**config.mk**
```make
export PLATFORM = sky130hd
export DESIGN_NAME = nand_bbm_check
export DESIGN_NICKNAME = d
export VERILOG_FILES = /design/src/rtl/bbm_pkg.sv /design/src/rtl/bbm_addr_gen.sv /design/src/rtl/bbm_spare_scan.sv /design/src/rtl/bbm_seq.sv /design/src/rtl/nand_bbm_check.sv
export SDC_FILE = /design/constraint.sdc
export NUM_CORES = 1
export LEC_CHECK = 0
export BUFFER_PORTS_ARGS = -buffer_cell sky130_fd_sc_hd__buf_2
export CORE_UTILIZATION = 50
export DETAILED_ROUTE_END_ITERATION = 7
export GPL_ROUTABILITY_DRIVEN = 1
export GPL_TIMING_DRIVEN = 0
export HOLD_SLACK_MARGIN = 0.1
export PLACE_DENSITY = 0.69
export SLEW_MARGIN = 20
export SYNTH_ARGS = -nofsm -noshare
export SYNTH_HDL_FRONTEND = slang
export SYNTH_SLANG_ARGS = --single-unit
```
**constraint.sdc**
```tcl
create_clock -name clk_i -period 9.5 [get_ports clk_i]
set_clock_uncertainty 0.15 [all_clocks]
set_input_delay 0 -clock clk_i [delete_from_list [all_inputs] [get_ports clk_i]]
set_output_delay 0 -clock clk_i [all_outputs]
set_load 0.02 [all_outputs]
```
**src/rtl/bbm_pkg.sv**
```systemverilog
package bbm_pkg;
  typedef enum logic [2:0] {
    ST_IDLE,
    ST_REQ_FIRST,
    ST_RD_FIRST,
    ST_REQ_LAST,
    ST_RD_LAST,
    ST_FIN
  } bbm_state_e;

  localparam logic [7:0] MARK_CLEAN = 8'hFF;
endpackage

```
**src/rtl/bbm_addr_gen.sv**
```systemverilog
module bbm_addr_gen #(
  parameter int BLK_W = 16,
  parameter int PPB_W = 9,
  parameter int ROW_W = BLK_W + PPB_W
) (
  input  logic [BLK_W-1:0] block_i,
  input  logic [PPB_W-1:0] ppb_i,
  input  logic             sel_last_i,
  output logic [ROW_W-1:0] page_o
);
  logic [ROW_W-1:0] base;
  logic [ROW_W-1:0] ofs;

  always_comb begin
    base   = ROW_W'(block_i) * ROW_W'(ppb_i);
    ofs    = sel_last_i ? (ROW_W'(ppb_i) - ROW_W'(1)) : '0;
    page_o = base + ofs;
  end
endmodule

```
**src/rtl/bbm_spare_scan.sv**
```systemverilog
module bbm_spare_scan
  import bbm_pkg::*;
#(
  parameter int SPARE_MAX = 64,
  parameter int POS_W     = $clog2(SPARE_MAX)
) (
  input  logic             clk_i,
  input  logic             rst_ni,
  input  logic             clear_i,
  input  logic             beat_i,
  input  logic [7:0]       data_i,
  input  logic             last_i,
  input  logic [POS_W-1:0] pos_i,
  output logic             end_o,
  output logic             mark_bad_o
);
  localparam int CNT_W = POS_W + 1;

  logic [CNT_W-1:0] idx_q;
  logic             seen_q, bad_q;
  logic             hit, seen_n, bad_n;

  always_comb begin
    hit        = beat_i && (idx_q == CNT_W'(pos_i));
    seen_n     = seen_q | hit;
    bad_n      = bad_q | (hit && (data_i != MARK_CLEAN));
    // missing marker is treated as bad
    mark_bad_o = bad_n | ~seen_n;
    end_o      = beat_i && last_i;
  end

  always_ff @(posedge clk_i or negedge rst_ni) begin
    if (!rst_ni) begin
      idx_q  <= '0;
      seen_q <= 1'b0;
      bad_q  <= 1'b0;
    end else if (clear_i || end_o) begin
      idx_q  <= '0;
      seen_q <= 1'b0;
      bad_q  <= 1'b0;
    end else if (beat_i) begin
      if (idx_q != {CNT_W{1'b1}}) idx_q <= idx_q + CNT_W'(1);
      seen_q <= seen_n;
      bad_q  <= bad_n;
    end
  end
endmodule

```
**src/rtl/bbm_seq.sv**
```systemverilog
module bbm_seq
  import bbm_pkg::*;
(
  input  logic clk_i,
  input  logic rst_ni,
  input  logic start_i,
  input  logic req_ready_i,
  input  logic scan_end_i,
  input  logic scan_bad_i,
  output logic load_o,
  output logic sel_last_o,
  output logic req_valid_o,
  output logic rsp_ready_o,
  output logic done_o,
  output logic bad_o
);
  bbm_state_e state_q, state_n;
  logic       bad_q, bad_n;

  always_comb begin
    state_n = state_q;
    bad_n   = bad_q;
    unique case (state_q)
      ST_IDLE:      if (start_i) begin state_n = ST_REQ_FIRST; bad_n = 1'b0; end
      ST_REQ_FIRST: if (req_ready_i) state_n = ST_RD_FIRST;
      ST_RD_FIRST:
        if (scan_end_i) begin
          if (scan_bad_i) begin state_n = ST_FIN; bad_n = 1'b1; end
          else            state_n = ST_REQ_LAST;
        end
      ST_REQ_LAST:  if (req_ready_i) state_n = ST_RD_LAST;
      ST_RD_LAST:
        if (scan_end_i) begin state_n = ST_FIN; bad_n = scan_bad_i; end
      ST_FIN:       state_n = ST_IDLE;
      default:      state_n = ST_IDLE;
    endcase
  end

  always_ff @(posedge clk_i or negedge rst_ni) begin
    if (!rst_ni) begin
      state_q <= ST_IDLE;
      bad_q   <= 1'b0;
    end else begin
      state_q <= state_n;
      bad_q   <= bad_n;
    end
  end

  assign load_o      = (state_q == ST_IDLE) && start_i;
  assign sel_last_o  = (state_q == ST_REQ_LAST);
  assign req_valid_o = (state_q == ST_REQ_FIRST) || (state_q == ST_REQ_LAST);
  assign rsp_ready_o = (state_q == ST_RD_FIRST) || (state_q == ST_RD_LAST);
  assign done_o      = (state_q == ST_FIN);
  assign bad_o       = done_o && bad_q;
endmodule

```
**src/rtl/nand_bbm_check.sv**
```systemverilog
module nand_bbm_check #(
  parameter int BLK_W     = 16,
  parameter int PPB_W     = 9,
  parameter int SPARE_MAX = 64,
  localparam int POS_W    = $clog2(SPARE_MAX),
  localparam int ROW_W    = BLK_W + PPB_W
) (
  input  logic             clk_i,
  input  logic             rst_ni,
  input  logic             start_i,
  input  logic [BLK_W-1:0] block_i,
  input  logic [PPB_W-1:0] ppb_i,
  input  logic [POS_W-1:0] mark_pos_i,
  output logic             req_valid_o,
  input  logic             req_ready_i,
  output logic [ROW_W-1:0] req_page_o,
  input  logic             rsp_valid_i,
  output logic             rsp_ready_o,
  input  logic [7:0]       rsp_data_i,
  input  logic             rsp_last_i,
  output logic             done_o,
  output logic             bad_o
);
  logic [BLK_W-1:0] block_q;
  logic [PPB_W-1:0] ppb_q;
  logic [POS_W-1:0] pos_q;
  logic             load, sel_last, scan_end, scan_bad, beat;

  always_ff @(posedge clk_i or negedge rst_ni) begin
    if (!rst_ni) begin
      block_q <= '0;
      ppb_q   <= '0;
      pos_q   <= '0;
    end else if (load) begin
      block_q <= block_i;
      ppb_q   <= ppb_i;
      pos_q   <= mark_pos_i;
    end
  end

  assign beat = rsp_valid_i && rsp_ready_o;

  bbm_addr_gen #(.BLK_W(BLK_W), .PPB_W(PPB_W), .ROW_W(ROW_W)) u_addr (
    .block_i    (block_q),
    .ppb_i      (ppb_q),
    .sel_last_i (sel_last),
    .page_o     (req_page_o)
  );

  bbm_spare_scan #(.SPARE_MAX(SPARE_MAX), .POS_W(POS_W)) u_scan (
    .clk_i      (clk_i),
    .rst_ni     (rst_ni),
    .clear_i    (load),
    .beat_i     (beat),
    .data_i     (rsp_data_i),
    .last_i     (rsp_last_i),
    .pos_i      (pos_q),
    .end_o      (scan_end),
    .mark_bad_o (scan_bad)
  );

  bbm_seq u_seq (
    .clk_i       (clk_i),
    .rst_ni      (rst_ni),
    .start_i     (start_i),
    .req_ready_i (req_ready_i),
    .scan_end_i  (scan_end),
    .scan_bad_i  (scan_bad),
    .load_o      (load),
    .sel_last_o  (sel_last),
    .req_valid_o (req_valid_o),
    .rsp_ready_o (rsp_ready_o),
    .done_o      (done_o),
    .bad_o       (bad_o)
  );
endmodule

```
* Word-level counts from Yosys, hierarchy flattened
Cells that the tools add are included.
** Word-level totals
- Bits in registers :: 44
- Word-level logic and storage cells :: 66
- Output and inout port bits :: 29
** Cells by class
- Multiply operators :: 1
- Reduce and logical (&&, ||, !) cells :: 16
- $add $sub $neg :: 3
- Bitwise logic cells :: 4
- Muxes and demuxes :: 20
- Eq/ne operators :: 14
** Operators by type and width (number)
- adder 25 bit :: 1
- multiplier 16 x 9 -> 25 bit :: 1
- 2-to-1 mux 25 bit :: 1
- 2-to-1 mux 7 bit :: 3
- 2-to-1 mux 3 bit :: 6
- one-hot mux 3 bit (5 select lines) :: 1
- inequality test 2 bit (second input constant) :: 5
- AND reduction 5 bit :: 2
- subtractor 9 x 1 -> 10 bit (second input constant) :: 1
- 2-to-1 mux 1 bit :: 8
- inequality test 8 bit (second input constant) :: 1
- adder 7 x 1 -> 7 bit (second input constant) :: 1
- equality test 7 x 6 -> 1 bit :: 1
- inequality test 7 bit (second input constant) :: 1
- equality test 3 x 2 -> 1 bit (second input constant) :: 2
- equality test 3 bit (second input constant) :: 2
- logical AND 1 bit :: 6
- nonzero test 2 bit :: 2
- equality test 3 x 1 -> 1 bit (second input constant) :: 1
- zero test 3 bit :: 1
- logical OR 1 bit :: 3
- OR 1 bit :: 3
- one-hot mux 1 bit (3 select lines) :: 1
- nonzero test 3 bit :: 1
- 3 further kinds :: 3

* Longest topological paths before layout
Gate-level depths: netlist of the first run.
- Word-level depth :: 10
- Mapped depth :: 20
- Mapped depth without buffers :: 18

* Hierarchy
A second synthesis of the first run with hierarchy kept.
** Second synthesis, totals
- Cell total of the unflattened synthesis :: 801
- Area, all modules :: 7521.0 um2
** By module, submodules not included
- bbm_addr_gen :: cells each 644, area each 5477.8 um2, seq. area each 0.0 um2, instances 1
- nand_bbm_check :: cells each 66, area each 1164.9 um2, seq. area each 775.7 um2, instances 1
- bbm_spare_scan :: cells each 58, area each 574.3 um2, seq. area each 225.2 um2, instances 1
- bbm_seq :: cells each 33, area each 304.0 um2, seq. area each 100.1 um2, instances 1

* Least setup slack after synthesis of the first run
OpenSTA, ideal clock, no wires.
- Path kind :: register -> output
- From :: register ppb_q[7]
- To :: output req_page_o[23]
- Cell stages (with the launch flop) :: 21
- Slack :: 4126 ps
- Arrival :: 5224 ps
- Path through :: dfrtp_1 -> clkbuf_1 -> clkbuf_1 -> and2_1 -> fa_1 -> inv_1 -> fa_1 -> inv_1 -> fa_1 -> inv_1 -> fa_1 -> fa_1 -> inv_1 -> ha_1 -> clkbuf_1 -> a211oi_1 -> o21ai_0 -> o31ai_1 -> o31ai_1 -> o22ai_1 -> xnor2_1
** On the way
- Longest elaborated chain between the ends :: 3
- Elaborated cells between the ends (all ways) :: 4
- Classes of those cells :: add/sub: 2; mul: 1; mux: 1
** RTL lines
- from (decl) :: line nand_bbm_check.sv:25 : logic [PPB_W-1:0] ppb_q;
- from (signal assigned) :: line nand_bbm_check.sv:36 : ppb_q <= ppb_i;
- parallel branches: the longest is 2 deep, another holds multiplier 16 x 9 -> 25 bit
- adder 25 bit (*) :: line bbm_addr_gen.sv:17 : page_o = base + ofs;
- to (decl) :: line nand_bbm_check.sv:16 : output logic [ROW_W-1:0] req_page_o,
Every way passes the cells marked *.

* Final worst setup path of the first run
- From :: register ppb_q[7]
- To :: output req_page_o[21]
Same word-level chain as after synthesis.

==> results of run 1 <==
[critical path, stage by stage, from the launching register on]
cell	delay, ps
dfrtp_1	390
clkbuf_1	430
clkbuf_1	500
nand2_1	170
fa_1	500
fa_1	490
inv_1	50
fa_1	460
fa_1	490
inv_1	50
fa_1	470
inv_1	40
ha_1	320
a21oi_1	260
nand2_1	80
o31ai_1	660
o21ai_1	310
a211oi_1	320
xnor2_1	150
buf_2	180
[registers in the layout (all words and copies together) (netlist names)]
signal / flops
u_scan.bad_q: 1
block_q: 16
u_scan.idx_q: 7
u_scan.seen_q: 1
u_seq.bad_q: 1
u_seq.state_q: 3
ppb_q: 9
pos_q: 6
[timing repair]
action | CTS | global route
gates resized for setup | 0 | 0
hold endpoints to repair | 83 | 0
buffers inserted | 0 | 0
hold buffers | 43 | 0
[final timing paths]
check / startpoint / end / slack, ps / cells past startpoint
min: rst_ni / u_scan.seen_q / 110 / 2
max reg2reg: u_seq.state_q[2] / block_q[3] / 7140 / 4
max in group asynchronous: rst_ni / ppb_q[8] / 8700 / 2
min in group clk_i: rsp_data_i[4] / u_seq.bad_q / 220 / 6
max: ppb_q[7] / req_page_o[21] / 2750 / 19
min reg2reg: u_seq.bad_q / u_seq.bad_q / 340 / 1
[cells by family after synthesis]
family / synth area share
mux: 0.04718
xor+xnor: 0.04752
compound gates: 0.06076
flops: 0.1494
buf+inv: 0.09640
other cells: 0.0005087
fa+ha+maj: 0.4131
simple gates: 0.1852
[cell usage after synthesis, drive strengths merged, types with 2 or more instances]
library cell  count  area share
buf               7      0.0053
nor3b             2      0.0036
a21oi            31       0.021
o31ai             3      0.0031
nor4              3      0.0054
a31oi             2      0.0017
o2bb2ai           2      0.0024
and3              3      0.0027
nor3              7      0.0048
clkbuf           38       0.019
inv             141       0.072
a21o              2      0.0020
o21ai            21       0.014
mux2             30       0.046
o21a              3      0.0031
xnor2            21       0.025
nand2b            6      0.0051
nor2b             6      0.0051
fa              119        0.32
and2             76       0.064
xor2             19       0.023
nand2           114       0.058
a211oi            3      0.0031
or4               2      0.0020
nand4             6      0.0051
dfrtp            44        0.15
ha               53       0.090
nor2             22       0.011
or3               2      0.0017
nand3            10      0.0068
a211o             2      0.0024
[per-layer routing]
layer  vias up  GRT usage  routed length (um)
li1       2760          -                   -
met4         0    0.05045                 245
met1      2831     0.3206                7362
met3        18    0.01568                 503
met2        83     0.4176                8098
met5         -          0                   0
[final cells by class]
cell class	count	area (um2)	area share
flip-flops and latches	44	1101	0.1290
multi-input cells	585	5560	0.6512
well taps	184	230.2	0.02696
inverters	141	529.3	0.06199
repair buffers	116	798.3	0.09349
clock inverters	2	12.51	0.001465
plain buffers	45	181.4	0.02125
clock buffers	5	125.1	0.01465
[stage by stage]
step           cell area [um2]  worst slack [ps]
3_5_place_dp              7968              3039
6_report                  8538              2753
5_1_grt                   8538              2373
4_1_cts                   8536              2710
2_1_floorplan             7372              4126
3_3_place_gp              7968              3023
==> impl_metrics.env, run 1 <==
export IMPL_status="finished, final reports clean"
export IMPL_htree_levels=2
export IMPL_grt_usage=0.2369
export IMPL_slew_violations=0
export IMPL_syn_inst=815
export IMPL_drc_errors=0
export IMPL_hpwl_mm=12.76
export IMPL_clk_pin_slew_worst_paths_ps=60
export IMPL_worstMarginPinSlew_ps=805.8
export IMPL_final_cell_mix="inv_1 (141), fa_1 (119), nand2_1 (114), and2_1 (75), buf_2 (73)"
export IMPL_synth_edf_count=0
export IMPL_grt_first_pass_wirelength_mm=28.02
export IMPL_rsz0062_at_grt="no"
export IMPL_finalNetCount=1155
export IMPL_setup_tns_ps=0
export IMPL_syn_avg_cell_area_um2=9.045
export IMPL_io_buffers=73
export IMPL_first_global_vias=5870
export IMPL_cts_tree="yes"
export IMPL_cp_max_fo=10
export IMPL_cts_buffers=5
export IMPL_num_rows=44
export IMPL_die_h_um=123.4
export IMPL_grt_max_degree=45
export IMPL_place_congestion=0.8548
export IMPL_fmax_mhz=148.2
export IMPL_grt_overflow=0
export IMPL_dr_pass1_iters=4
export IMPL_clk_path_buf_depth=2
export IMPL_wirelength_mm=16.21
export IMPL_fin_crit_sh=0.7102
export IMPL_fin_crit_ps=6747
export IMPL_dieArea_mm2=0.01523
export IMPL_slew_headroom=0.4582
export IMPL_final_core_util=0.5897
export IMPL_startpoint_type="register"
export IMPL_antenna_found_initial=0
export IMPL_initial_core_util=0.5092
export IMPL_place_inst=1072
export IMPL_fillers=1292
export IMPL_synth_cell_area_mm2=0.007372
export IMPL_cts_sinks=44
export IMPL_vias_per_cell=5.073
export IMPL_first_iter_violations=249
export IMPL_wl_per_cell_um=14.45
export IMPL_hold_viol_final=0
export IMPL_synthesis_nets=1032
export IMPL_drive_gt1_frac=0.1258
export IMPL_core_area_mm2=0.01448
export IMPL_stdcell_count=1122
export IMPL_synth_flop_cell="dfrtp_1"
export IMPL_hold_ws_ps=110.5
export IMPL_maxCapViolCount=0
export IMPL_pin_count=74
export IMPL_cp_arrival_ps=6600
export IMPL_area_growth_pct=15.82
export IMPL_hold_class="in -> async"
export IMPL_synth_async_reset_ratio=1.000
export IMPL_final_common_cell="inv_1"
export IMPL_clock_latency_ps=280
export IMPL_end_kind="primary output"
export IMPL_synth_distinct_cells=55
export IMPL_synthesis_yosys_warnings=0
export IMPL_worstPathRequired_ps=9350
export IMPL_cts_root_buf="clkbuf_16"
export IMPL_ant_nets=0
export IMPL_critPathKind="reg -> out"
export IMPL_yosys_register_bits=44
export IMPL_synth_seq_area_share=0.1494
export IMPL_finalSetupViolations=0
export IMPL_vias=5692
export IMPL_dieWidth_um=123.4
export IMPL_n_antenna_cell=0
Power of run 1 is left out: the tool's default activity adds up to more than one toggle a clock period on the data nets, which glitch-free logic cannot reach.
==> run 2, diff against run 1 <==
Clock period 9.5 ns to 6.74 ns, I/O delays scaled along.
==> impl_metrics.env, run 2 (synthesis gave the netlist of run 1 again) <==
export IMPL_stdcell_count=1121
export IMPL_cp_max_fo=10
export IMPL_hold_ws_ps=114.1
export IMPL_hold_class="in -> async"
export IMPL_dieArea_mm2=0.01523
export IMPL_fin_crit_sh=0.9430
export IMPL_top_regs="block_q x16, ppb_q x9, u_scan.idx_q x7"
export IMPL_pin_count=74
export IMPL_hpwl_mm=12.76
export IMPL_slew_violations=0
export IMPL_antenna_found_initial=0
export IMPL_core_area_mm2=0.01448
export IMPL_reg2reg_slack_ps=4380
export IMPL_clk_path_buf_depth=2
export IMPL_status="finished, final reports clean"
export IMPL_fin_crit_ps=6356
export IMPL_cts_buffers=5
export IMPL_cts_tree="yes"
export IMPL_grt_overflow=0
export IMPL_clk_pin_slew_worst_paths_ps=60
export IMPL_area_growth_pct=15.94
export IMPL_dieWidth_um=123.4
export IMPL_drive_gt1_frac=0.1334
export IMPL_r2r_cells=4
export IMPL_end_kind="primary output"
export IMPL_maxCapViolCount=0
export IMPL_finalNetCount=1154
export IMPL_final_common_cell="inv_1"
export IMPL_rsz0062_at_grt="no"
export IMPL_r2r_start="u_seq.state_q[2]"
export IMPL_vias=5742
export IMPL_fmax_mhz=157.3
export IMPL_first_iter_violations=195
export IMPL_first_global_vias=5874
export IMPL_place_congestion=0.8548
export IMPL_wirelength_mm=16.30
export IMPL_die_h_um=123.4
export IMPL_place_inst=1072
export IMPL_largest_reg_flops=16
export IMPL_critPathKind="reg -> out"
export IMPL_setup_tns_ps=0
export IMPL_r2r_end="block_q[3]"
export IMPL_cts_root_buf="clkbuf_16"
export IMPL_slew_headroom=0.5479
export IMPL_grt_max_degree=45
export IMPL_setup_ws_ps=384.4
export IMPL_startpoint_type="register"
export IMPL_worstMarginPinSlew_ps=677.4
export IMPL_cp_arrival_ps=6210
export IMPL_regMostFlops="block_q"
export IMPL_cts_sinks=44
export IMPL_worstPathRequired_ps=6590
export IMPL_grt_usage=0.2371
export IMPL_n_antenna_cell=0
export IMPL_num_rows=44
export IMPL_hold_viol_final=0
export IMPL_ant_nets=0
export IMPL_vias_per_cell=5.122
export IMPL_finalSetupViolations=0
export IMPL_drc_errors=0
export IMPL_place_ws_ps=278.6
export IMPL_clock_latency_ps=280
export IMPL_htree_levels=2
export IMPL_initial_core_util=0.5092
export IMPL_final_cell_mix="inv_1 (141), fa_1 (119), nand2_1 (114), and2_1 (75), buf_2 (73)"
export IMPL_io_buffers=73
export IMPL_wl_per_cell_um=14.54
export IMPL_grt_first_pass_wirelength_mm=28.05
export IMPL_dr_pass1_iters=4
## run 2: cell type report
cell class / count / area, um2
fill: 1291 / 5932
multi-input combinational: 585 / 5565
sequential: 44 / 1101
timing repair buffer: 116 / 798.3
inverter: 141 / 529.3
tap: 184 / 230.2
buffer: 44 / 185.2
clock buffer: 5 / 125.1
clock inverter: 2 / 12.51
## run 2: repair_timing
item,CTS,global route
endpoints found under the hold margin,83,0
gates cloned,0,0
hold buffers,43,0
endpoints found under the setup margin,1,8
setup buffers,0,0
gates resized for setup,1,12
## run 2: critical path, cell delays in order (launching register included)
cell      delay (ps)
dfrtp_1          390
clkbuf_1         440
clkbuf_2         370
nand2_1          130
fa_1             500
fa_1             490
inv_1             50
fa_1             460
fa_1             490
inv_1             50
fa_1             470
inv_1             40
ha_1             320
a21oi_1          280
nand2_1          110
o31ai_2          450
o21ai_1          260
a211oi_1         310
xnor2_1          160
buf_2            180
## run 2: how the worst max path moves through the flow
stage,endpoint,cells after the start,start
floorplan,req_page_o[23],20,ppb_q[7]
global placement,req_page_o[21],19,ppb_q[7]
detailed placement,req_page_o[21],19,ppb_q[7]
CTS,req_page_o[22],21,ppb_q[2]
global route,req_page_o[18],21,ppb_q[1]
finish,req_page_o[21],19,ppb_q[7]
## run 2: routing by layer
layer | GRT usage | share of wire | vias up
met1 | 0.3206 | 0.45 | 2855
met4 | 0.05045 | 0.014 | 0
met3 | 0.01568 | 0.035 | 18
li1 | - | - | 2758
met2 | 0.4183 | 0.50 | 111
met5 | 0 | 0 | -
## run 2: metrics by stage
step,util,cell area (um2)
floorplan,-,7372
global placement,0.5503,7968
detailed placement,0.5503,7968
CTS,0.5899,8541
global route,0.5903,8547
finish,0.5903,8547
Power of run 2 is left out for the same reason.
